`src/rtl/csub_pkg.sv`:
```
package csub_pkg;
  typedef enum logic [1:0] {
    ST_IDLE,
    ST_SUB,
    ST_SEL,
    ST_OUT
  } csub_state_e;

  function automatic int words_for(input int bits, input int width);
    return (bits + width - 1) / width;
  endfunction
endpackage

```
`src/rtl/csub_wordmem.sv`:
```
module csub_wordmem #(
  parameter int W     = 16,
  parameter int DEPTH = 5,
  parameter int AW    = 3
) (
  input  logic          clk,
  input  logic          we,
  input  logic [AW-1:0] waddr,
  input  logic [W-1:0]  wdata,
  input  logic [AW-1:0] raddr,
  output logic [W-1:0]  rdata
);
  localparam logic [AW:0] LIM = (AW+1)'(DEPTH - 1);

  logic [W-1:0] mem [DEPTH];

  always_ff @(posedge clk) begin
    if (we && ({1'b0, waddr} <= LIM)) mem[waddr] <= wdata;
  end

  assign rdata = ({1'b0, raddr} <= LIM) ? mem[raddr] : '0;
endmodule

```
`src/rtl/csub_borrow_stage.sv`:
```
module csub_borrow_stage #(
  parameter int W = 16
) (
  input  logic [W-1:0] minuend,
  input  logic [W-1:0] subtrahend,
  input  logic         borrow_in,
  output logic [W-1:0] diff,
  output logic         borrow_out
);
  logic [W:0] wide;

  always_comb begin
    wide       = {1'b0, minuend} - {1'b0, subtrahend} - {{W{1'b0}}, borrow_in};
    diff       = wide[W-1:0];
    borrow_out = wide[W];
  end
endmodule

```
`src/rtl/serial_mod_reduce.sv`:
```
module serial_mod_reduce
  import csub_pkg::*;
#(
  parameter int K  = 64,
  parameter int S  = 16,
  parameter int M  = words_for(K + 2, S),
  parameter int AW = (M > 1) ? $clog2(M) : 1
) (
  input  logic          clk,
  input  logic          rst,
  input  logic          wr_en,
  input  logic          wr_sel,
  input  logic [AW-1:0] wr_addr,
  input  logic [S-1:0]  wr_data,
  input  logic          start,
  output logic          busy,
  output logic          out_valid,
  output logic [S-1:0]  out_data
);
  localparam logic [AW-1:0] LAST_IDX = AW'(M - 1);

  csub_state_e   state_q;
  logic [AW-1:0] idx_q;
  logic          borrow_q;
  logic          take_diff_q;
  logic          out_valid_q;
  logic [S-1:0]  out_data_q;

  logic [S-1:0]  p_word, n_word, s_word, d_word;
  logic          b_next, b_in;
  logic          host_we, scr_we;

  assign busy    = (state_q != ST_IDLE) || out_valid_q;
  assign host_we = wr_en && !busy;
  assign scr_we  = (state_q == ST_SUB);
  assign b_in    = (idx_q == '0) ? 1'b0 : borrow_q;

  csub_wordmem #(.W(S), .DEPTH(M), .AW(AW)) u_pmem (
    .clk(clk), .we(host_we && !wr_sel), .waddr(wr_addr), .wdata(wr_data),
    .raddr(idx_q), .rdata(p_word)
  );

  csub_wordmem #(.W(S), .DEPTH(M), .AW(AW)) u_nmem (
    .clk(clk), .we(host_we && wr_sel), .waddr(wr_addr), .wdata(wr_data),
    .raddr(idx_q), .rdata(n_word)
  );

  csub_wordmem #(.W(S), .DEPTH(M), .AW(AW)) u_scratch (
    .clk(clk), .we(scr_we), .waddr(idx_q), .wdata(d_word),
    .raddr(idx_q), .rdata(s_word)
  );

  csub_borrow_stage #(.W(S)) u_stage (
    .minuend(p_word), .subtrahend(n_word), .borrow_in(b_in),
    .diff(d_word), .borrow_out(b_next)
  );

  always_ff @(posedge clk) begin
    if (rst) begin
      state_q     <= ST_IDLE;
      idx_q       <= '0;
      borrow_q    <= 1'b0;
      take_diff_q <= 1'b0;
      out_valid_q <= 1'b0;
      out_data_q  <= '0;
    end else begin
      case (state_q)
        ST_IDLE: begin
          out_valid_q <= 1'b0;
          idx_q       <= '0;
          if (start && !out_valid_q) state_q <= ST_SUB;
        end
        ST_SUB: begin
          borrow_q <= b_next;
          if (idx_q == LAST_IDX) begin
            idx_q   <= '0;
            state_q <= ST_SEL;
          end else begin
            idx_q <= idx_q + 1'b1;
          end
        end
        ST_SEL: begin
          take_diff_q <= ~borrow_q;
          state_q     <= ST_OUT;
        end
        ST_OUT: begin
          out_data_q  <= take_diff_q ? s_word : p_word;
          out_valid_q <= 1'b1;
          if (idx_q == LAST_IDX) begin
            idx_q   <= '0;
            state_q <= ST_IDLE;
          end else begin
            idx_q <= idx_q + 1'b1;
          end
        end
        default: state_q <= ST_IDLE;
      endcase
    end
  end

  assign out_valid = out_valid_q;
  assign out_data  = out_data_q;
endmodule

```
`config.mk`:
```
export PLATFORM = sky130hd
export DESIGN_NAME = serial_mod_reduce
export DESIGN_NICKNAME = d
export VERILOG_FILES = /design/src/rtl/csub_pkg.sv /design/src/rtl/csub_wordmem.sv /design/src/rtl/csub_borrow_stage.sv /design/src/rtl/serial_mod_reduce.sv
export SDC_FILE = /design/constraint.sdc
export NUM_CORES = 1
export LEC_CHECK = 0
export CORE_MARGIN = 5
export CORE_UTILIZATION = 55
export CTS_CLUSTER_SIZE = 30
export DETAILED_ROUTE_END_ITERATION = 6
export GPL_TIMING_DRIVEN = 0
export HOLD_SLACK_MARGIN = 0.12
export PLACE_DENSITY = 0.72
export SLEW_MARGIN = 10
export SYNTH_ARGS = -nofsm -noshare
export SYNTH_HDL_FRONTEND = slang
export SYNTH_HIERARCHICAL = 1
export SYNTH_SLANG_ARGS = --single-unit
```
`constraint.sdc`:
```
create_clock -name clk -period 8.01 [get_ports clk]
set_input_delay 0.801 -clock clk [delete_from_list [all_inputs] [get_ports clk]]
set_output_delay 0.801 -clock clk [all_outputs]
set_load 0.05 [all_outputs]
```
; ---- After elaboration in Yosys (flattened, before gate mapping)
; Memory sizes are Yosys's and may differ from the RTL's. A register that Yosys moved wholly into a read port is not among the register bits.
; Index checks and enable logic that the tools add are counted.
[classes]
add_sub_neg = 3
multipliers = 0
div_mod_pow = 0
magnitude_cmp = 2
n_eq_ne = 7
shift = 0
n_mux = 24
bitwise = 1
n_reduce_logical = 18
[op_table]
columns = cell, n
row1 = $mux 16, 4
row2 = $mux 3, 7
row3 = $sub 16x16->17, 1
row4 = $sub 17x1->17, 1
row5 = $pmux 2 s4, 1
row6 = $logic_and 1x1->1, 7
row7 = $mux 1, 7
row8 = $le 3x3->1 const B, 2
row9 = $mux 2, 3
row10 = $ne 2x2->1 const B, 3
row11 = $pmux 3 s2, 1
row12 = $reduce_bool 2->1, 3
row13 = $eq 2x2->1 const B, 2
row14 = $add 3x1->3 const B, 1
row15 = $eq 3x3->1 const B, 1
row16 = $logic_not 1->1, 3
row17 = $logic_not 3->1, 1
row18 = $reduce_and 3->1, 1
row19 = $eq 2x1->1 const B, 1
row20 = $logic_not 2->1, 1
row21 = $pmux 1 s2, 1
row22 = $reduce_or 2->1, 1
row23 = $logic_or 1x1->1, 1
row24 = $not 1->1, 1
[word_totals]
register_bits = 24
latch_bits = 0
ramBits = 240
romBits = 0
input_bits = 24
out_inout_bits = 18
wordCells = 64
n_memories = 3
[mem_list]
columns = memory, words, word_bits, read_ports, rd_clocked_by_memory_dff, write_ports, line
row1 = u_nmem.mem, 5, 16, 1, 1, 1, csub_wordmem.sv:15  ; logic [W-1:0] mem [DEPTH];
row2 = u_pmem.mem, 5, 16, 1, 1, 1, csub_wordmem.sv:15
row3 = u_scratch.mem, 5, 16, 1, 1, 1, csub_wordmem.sv:15

; ---- Longest topological paths before layout
; Gate-level depths: netlist of run 1.
[logic_depth]
ltp_word = 8
ltp_mapped = 16
mapped_depth_nobuf = 14

; ---- By module
; Netlist of run 1, hierarchy kept.
[modules_own_cells]
columns = module, n_inst, cells_per_inst, area_per_inst_um2, seq_area_each_um2
row1 = csub_wordmem, 3, 164, 3110.5, 2402.3
row2 = csub_borrow_stage, 1, 174, 1223.7, 0.0
row3 = serial_mod_reduce, 1, 122, 1197.4, 480.5

; ---- Least setup slack after synthesis of run 1
; OpenSTA, ideal clock, no wires.
[synth_timing]
path_kind = register to register
startpoint = register idx_q[0]
endpoint = memory u_scratch.mem[0][12] (data pin)
setup_time_ns = 0.278
arrival_time_ns = 3.259
required_time_ns = 7.732
slack_ns = 4.473
stages_incl_launch_ff = 13
path_buffers = 2
period_less_slack_ns = 3.537
path_cell_list = dfxtp_1 buf_6 buf_6 mux2i_1 o22ai_1 a21o_1 fa_1 fa_1 nand2b_1 a2111oi_4 o31ai_2 a311oi_2 xnor2_1
[synth_between]
elab_chain_cells = 4
elab_cells_between_ends = 7
cone_classes = 2 x add/sub / 1 x order compare / 3 x mux / 1 x reduce/logical
[synth_rtl]
columns = element, line
row1 = start: declaration, serial_mod_reduce.sv:23  ; logic [AW-1:0] idx_q;
row2 = start signal: assignment, serial_mod_reduce.sv:79  ; idx_q <= idx_q + 1'b1;
row3 = start signal: assignment, serial_mod_reduce.sv:93  ; idx_q <= idx_q + 1'b1;
row4 = $le 3x3->1, csub_wordmem.sv:21  ; assign rdata = ({1'b0, raddr} <= LIM) ? mem[raddr] : '0;
row5 = $mux 16, csub_wordmem.sv:21
row6 = via p_word[0], serial_mod_reduce.sv:29  ; logic [S-1:0] p_word, n_word, s_word, d_word;
row7 = $sub 16x16->17, csub_borrow_stage.sv:13  ; wide = {1'b0, minuend} - {1'b0, subtrahend} - {{W{1'b0}}, borrow_in};
row8 = $sub 17x1->17, csub_borrow_stage.sv:13
row9 = via d_word[12], serial_mod_reduce.sv:29
row10 = end: declaration, csub_wordmem.sv:15
; The timed path passes the listed nets, and every way through them passes these cells.

; ---- Worst setup path in the final report of run 1
[layout_timing]
startpoint = register idx_q[1]
endpoint = memory u_scratch.mem[3][13] (data pin)
; Same word-level chain as after synthesis.

==> results.cfg, run 1 <==
[power]
p_comb_share_pct = 37.9
p_int_uw = 3222
power_density_nw_per_um2 = 359.4
p_seq_share_pct = 38.8
clock_power_share_pct = 23.3
p_leak_uw = 0.004801
swShare_pct = 33.81
max-vdd-ir-drop_uv = 203.9
p_switching_uw = 1646

[clock_tree]
cts_setup_buffers = 0
ctsHoldBuffers = 0
cts_max_level = 1
cts_resized = 0
clockRootBuffer = clkbuf_16
clock_latency_ns = 0.54
ctsLongestPathBuffers = 3
cts_buffers = 27
clkSinkCount = 264
cts.clk_slew.worst_paths_ns = 0.06
cts_tree = built

[synthesis]
yosys_register_bits = 264
synth.net_count = 851
yosysSeqAreaShare_pct = 65.41
ys_async_sr_fraction_pct = 0
ys_types = 58
yosysWarnings = 6
synthFlopType = edfxtp_1
netlist_area_sq_um = 11750
syn_area_per_cell_sq_um = 14.91
synth_cells = 788
synth-edff-count = 240

[layout]
syn_to_final_growth_pct = 15.26
drive_gt1_share_pct = 12.46
final_area_sq_um = 13550
layout_common_cells = edfxtp_1, mux2i_1, inv_1, a21o_1, o22ai_1
mostFrequentLayoutCell = edfxtp_1
diodes = 0
finalNetCount = 935

[worst_setup_path]
required_ns = 8.23
arrival_ns = 4.55
cpLargestDelayFamily = compound AO/OA/AOI/OAI gates
worstPathCellList = nand2b_1 -> clkbuf_2 -> buf_4 -> o22ai_1 -> a21o_1 -> inv_1 -> ha_1 -> inv_1 -> ha_1 -> buf_2 -> and3_1 -> clkbuf_1 -> and3_1 -> a21oi_1 -> o311ai_0
crit_buf_inv = 6
crit_fanout = 15
crit_path_start = idx_q[1]$_SDFFE_PP0P_
cp-start-kind = register
path_class = reg2reg
r2r-start = idx_q[1]$_SDFFE_PP0P_
slowest_delay_ns = 0.82
cpMaxStageDelayCell = dfxtp_1
endpoint_kind = register

[detailed_routing]
drt-initial-drc-count = 447
routedWlPerCell_um = 20.16
first_pass_iters = 5
drc_errors = 0
ant_nets = 0
routed_via_density = 5.743
num_vias = 6696
drt-total-wl_mm = 23.51

[timing]
tightest_slew_ns = 0.8113
fin_crit_sh_pct = 54.10
max-slew-margin-rel_pct = 45.62
rsz0062_at_grt = false
final-setup-viol-count = 0
drv_slew = 0
period_minus_slack_ns = 4.333
finClkSkew_ns = 0.01950
fmax_mhz = 230.8
finalHoldViolCount = 0
tns_ns = 0

[placement]
hpwl_mm = 17.13
place_congestion = 0.8603
portBuffers = 40
place_area_sq_um = 12730

[global_route]
grt_pass1_vias = 6925
grt.busiest_layer = met2
grt_pass1_wl_mm = 36.81
grt_max_degree = 17
antenna_found_initial = 0
grt_usage_pct = 19.41
grt_util_met1_pct = 25.06
grtUsageMet2_pct = 34.31
grt_overflow = 0
grt_use_met3_pct = 2.829

[run]
drv_cap = 0

[die]
die_x_um = 156.2
rows = 53
io_pins = 42
start_util_pct = 55.91
fp.dieH_um = 156.2
core_area_sq_um = 21020
die_area_sq_um = 24390

[status]
outcome = completed

[worst_hold_path]
min_path_type = reg2reg
min-delay-start = borrow_q$_SDFFE_PP0P_
[kinds of logic after synthesis]
logic type	count (synthesis)	synth area share, %
AO/OA/AOI/OAI	165	10.07
XOR/XNOR	13	0.9688
adder cells (fa/ha/maj)	39	4.280
buffers and inverters	93	4.823
flip-flops	264	65.41
multiplexers	116	9.890
AND/OR/NAND/NOR	98	4.557
[flip-flops by register name, summed over array words and instances, names as in the netlist]
signal,cells
borrow_q,1
idx_q,3
out_data,16
out_valid,1
state_q,2
take_diff_q,1
u_nmem/mem,80
u_pmem/mem,80
u_scratch/mem,80
[worst reg2reg max path, stage by stage, from the launching register on]
cell and delay (ns):
dfxtp_1 0.82, nand2b_1 0.11, clkbuf_2 0.20, buf_4 0.21, o22ai_1 0.19, a21o_1 0.20, inv_1 0.07, ha_1 0.28
inv_1 0.04, ha_1 0.26, buf_2 0.18, and3_1 0.17, clkbuf_1 0.23, and3_1 0.22, a21oi_1 0.12, o311ai_0 0.72
[stage by stage]
step / cells / power [uW] / setup slack (ns) / utilization (%) / hold slack (ns)
after floorplan: 788 / 3250 / 4.473 / - / 0.4307
after global placement: 1103 / 3632 / 3.707 / 59.45 / 0.4567
after detailed placement: 1118 / 3744 / 3.744 / 60.54 / 0.4733
after CTS: 1166 / 4885 / 3.700 / 64.44 / 0.4795
after global routing: 1166 / 5137 / 3.361 / 64.44 / 0.5172
final: 1166 / 4868 / 3.677 / 64.44 / 0.4836
[synth_stat cells (6+ instances only)]
| cell | n | share of area [%] |
|---|---|---|
| ha_1 | 37 | 3.9 |
| o21ai_0 | 9 | 0.38 |
| inv_1 | 52 | 1.7 |
| dfxtp_1 | 24 | 4.1 |
| xnor2_1 | 7 | 0.52 |
| o22ai_1 | 48 | 2.6 |
| a211oi_1 | 18 | 1.1 |
| nor2_1 | 36 | 1.1 |
| mux2i_1 | 115 | 9.8 |
| a21oi_1 | 13 | 0.55 |
| xor2_1 | 6 | 0.45 |
| buf_6 | 19 | 1.8 |
| nor3_1 | 8 | 0.34 |
| edfxtp_1 | 240 | 61 |
| a21o_1 | 52 | 3.3 |
| nand2_1 | 9 | 0.29 |
| nand2b_1 | 15 | 0.80 |
[power by group through the flow]
| stage | logic [uW] | clock network, uW | registers (uW) |
|---|---|---|---|
| 6_report | 1840 | 1140 | 1890 |
| 5_1_grt | 2020 | 1220 | 1900 |
| 4_1_cts | 1840 | 1160 | 1890 |
| 3_5_place_dp | 1830 | 0 | 1920 |
| 3_3_place_gp | 1720 | 0 | 1910 |
| 2_1_floorplan | 1310 | 0 | 1940 |
[layer usage]
metal  wire length [um]  share of wire [%]  up-vias
li1                   -                  -     3172
met1               9718                 41     3277
met2              11930                 51      190
met3               1171                5.0       57
met4                687                2.9        0
met5                  0                  0        -
[worst paths after layout]
check | end | slack, ns | depth (start not counted)
setup / recovery | u_scratch/mem[3][13]$_DFFE_PP_ | 3.68 | 15
hold / removal | take_diff_q$_SDFFE_PP0N_ | 0.48 | 1
setup reg to reg | u_scratch/mem[3][13]$_DFFE_PP_ | 3.68 | 15
hold reg to reg | take_diff_q$_SDFFE_PP0N_ | 0.48 | 1
[area by class of cell]
type	count	area, sq um
buffer	41	371.6
clock buffer	37	753.2
clock inverter	11	66.31
fill	1493	7476
inverter	52	195.2
multi-input combinational	431	3558
sequential	264	7687
tap	275	344.1
timing repair buffer	55	569.3
Note: power is estimated with default switching activity, not from simulation.
==> run 2: changes to the inputs <==
clock period = 4.24 ns   (was 8.01 ns; I/O delays follow)
==> run 2 against run 1 <==
Against the previous run:
- worst hold slack worse by 0.21 ns
- via count hardly changed
- setup slack worse by 3.4 ns
- die area is the same
- critical endpoint is now u_scratch/mem[3][12]$_DFFE_PP_
- routed wire length rose by 0.45%
- register-to-register slack worse by 3.4 ns
- non-clock buffer count is the same
- count of clock-buffer cells in the layout stayed put
==> results.cfg, run 2 (synthesized netlist as in run 1, its figures left out) <==
[status]
outcome = completed

[global_route]
grt_pass1_vias = 6925
antenna_found_initial = 0
grt_overflow = 0
grt_usage_pct = 19.41
grt_pass1_wl_mm = 36.81
grt_max_degree = 17

[clock_tree]
cts.clk_slew.worst_paths_ns = 0.06
clock_latency_ns = 0.54
ctsHoldBuffers = 0
clockRootBuffer = clkbuf_16
cts_buffers = 27
cts_max_level = 1
cts_tree = built
clkSinkCount = 264
ctsLongestPathBuffers = 3

[layout]
drive_gt1_share_pct = 12.91
layout_common_cells = edfxtp_1, mux2i_1, inv_1, a21o_1, o22ai_1
top_regs = u_nmem/mem (80), u_pmem/mem (80), u_scratch/mem (80)
n_fill_cell = 1489
diodes = 0
syn_to_final_growth_pct = 15.35
finalNetCount = 935
mostFrequentLayoutCell = edfxtp_1

[power]
p_leak_uw = 0.004805
power_uw = 9222
max-vdd-ir-drop_uv = 385.9
power_density_nw_per_um2 = 680.3

[placement]
place_congestion = 0.8603
hpwl_mm = 17.13
portBuffers = 40
pre_cts_ws_ns = -0.02595

[die]
fp.dieH_um = 156.2
io_pins = 42
start_util_pct = 55.91
rows = 53
core_area_sq_um = 21020
die_area_sq_um = 24390
die_x_um = 156.2

[timing]
max-slew-margin-rel_pct = 43.70
fmax_mhz = 251.4
finClkSkew_ns = 0.01744
period_minus_slack_ns = 3.978
finalHoldViolCount = 0
final-setup-viol-count = 0
rsz0062_at_grt = false
fin_crit_sh_pct = 93.82
tightest_slew_ns = 0.8400
fin_ws_ns = 0.2618
drv_slew = 0

[detailed_routing]
drt-initial-drc-count = 546
drt-total-wl_mm = 23.62
num_vias = 6700
routed_via_density = 5.746
ant_nets = 0
first_pass_iters = 5
routedWlPerCell_um = 20.26
drc_errors = 0

[worst_setup_path]
endpoint_kind = register
rrSetupSlack_ns = 0.26
arrival_ns = 4.26
cp-start-kind = register
crit_fanout = 10
path_class = reg2reg
required_ns = 4.52

[run]
drv_cap = 0

[worst_hold_path]
min_path_type = in2reg
[run 2: cell counts in the layout (fill, tap and decap cells not counted)]
No cell type changed its count.
[run 2: path summary, 6_finish.rpt]
kind                          from                        endpoint  cells past startpoint
max          idx_q[0]$_SDFFE_PP0P_  u_scratch/mem[3][12]$_DFFE_PP_                     12
min                            rst         state_q[0]$_SDFFE_PP0P_                      2
max reg2reg  idx_q[0]$_SDFFE_PP0P_  u_scratch/mem[3][12]$_DFFE_PP_                     12
min reg2reg  borrow_q$_SDFFE_PP0P_        take_diff_q$_SDFFE_PP0N_                      1
[run 2: cell type report]
class | count | area [sq um] | area share [%]
Sequential cell | 264 | 7691 | 56.73
Multi-Input combinational cell | 431 | 3566 | 26.30
Clock buffer | 37 | 753.2 | 5.556
Timing Repair Buffer | 55 | 569.3 | 4.199
Buffer | 41 | 371.6 | 2.741
Tap cell | 275 | 344.1 | 2.538
Inverter | 52 | 195.2 | 1.440
Clock inverter | 11 | 66.31 | 0.4892
[run 2: layer usage]
metal | global-route usage, % | vias up | part of all wire (%)
met5 | 0 | - | 0
met4 | 5.661 | 0 | 2.9
met3 | 2.829 | 53 | 5.3
met2 | 34.31 | 205 | 51
li1 | - | 3171 | -
met1 | 25.06 | 3271 | 41
[run 2: through the flow]
step / util [%] / std cells / setup TNS (ns) / instance area (sq um) / hold WS (ns)
after floorplan: - / 788 / 0 / 11750 / 0.4307
after CTS: 64.44 / 1166 / 0 / 13550 / 0.2628
after global routing: 64.49 / 1166 / 0 / 13560 / 0.3122
final: 64.49 / 1166 / 0 / 13560 / 0.2777
after detailed placement: 60.54 / 1118 / -0.1296 / 12730 / 0.4733
after global placement: 59.45 / 1103 / 0 / 12500 / 0.4567
[run 2: worst max-delay path, cell delays in order, from the launching register on]
cell and delay, ns:
dfxtp_2 0.46, buf_6 0.18, buf_6 0.20, mux2i_1 0.20
o22ai_1 0.10, a21o_1 0.23, fa_1 0.49, fa_1 0.41
nand2b_1 0.22, a2111oi_4 0.43, o31ai_2 0.20, a311oi_2 0.34
xnor2_1 0.27
[run 2: where the power goes]
part           total, uW  switching [uW]  internal (uW)
registers           3570            78.5           3490
clock network       2140             901           1240
logic               3510            2140           1370
[run 2: timing repair]
item	4_1_cts	5_1_grt
gates resized for setup	1	5
setup buffers	0	0
setup endpoints to repair	5	21
gates cloned	0	0
pin swaps	0	1
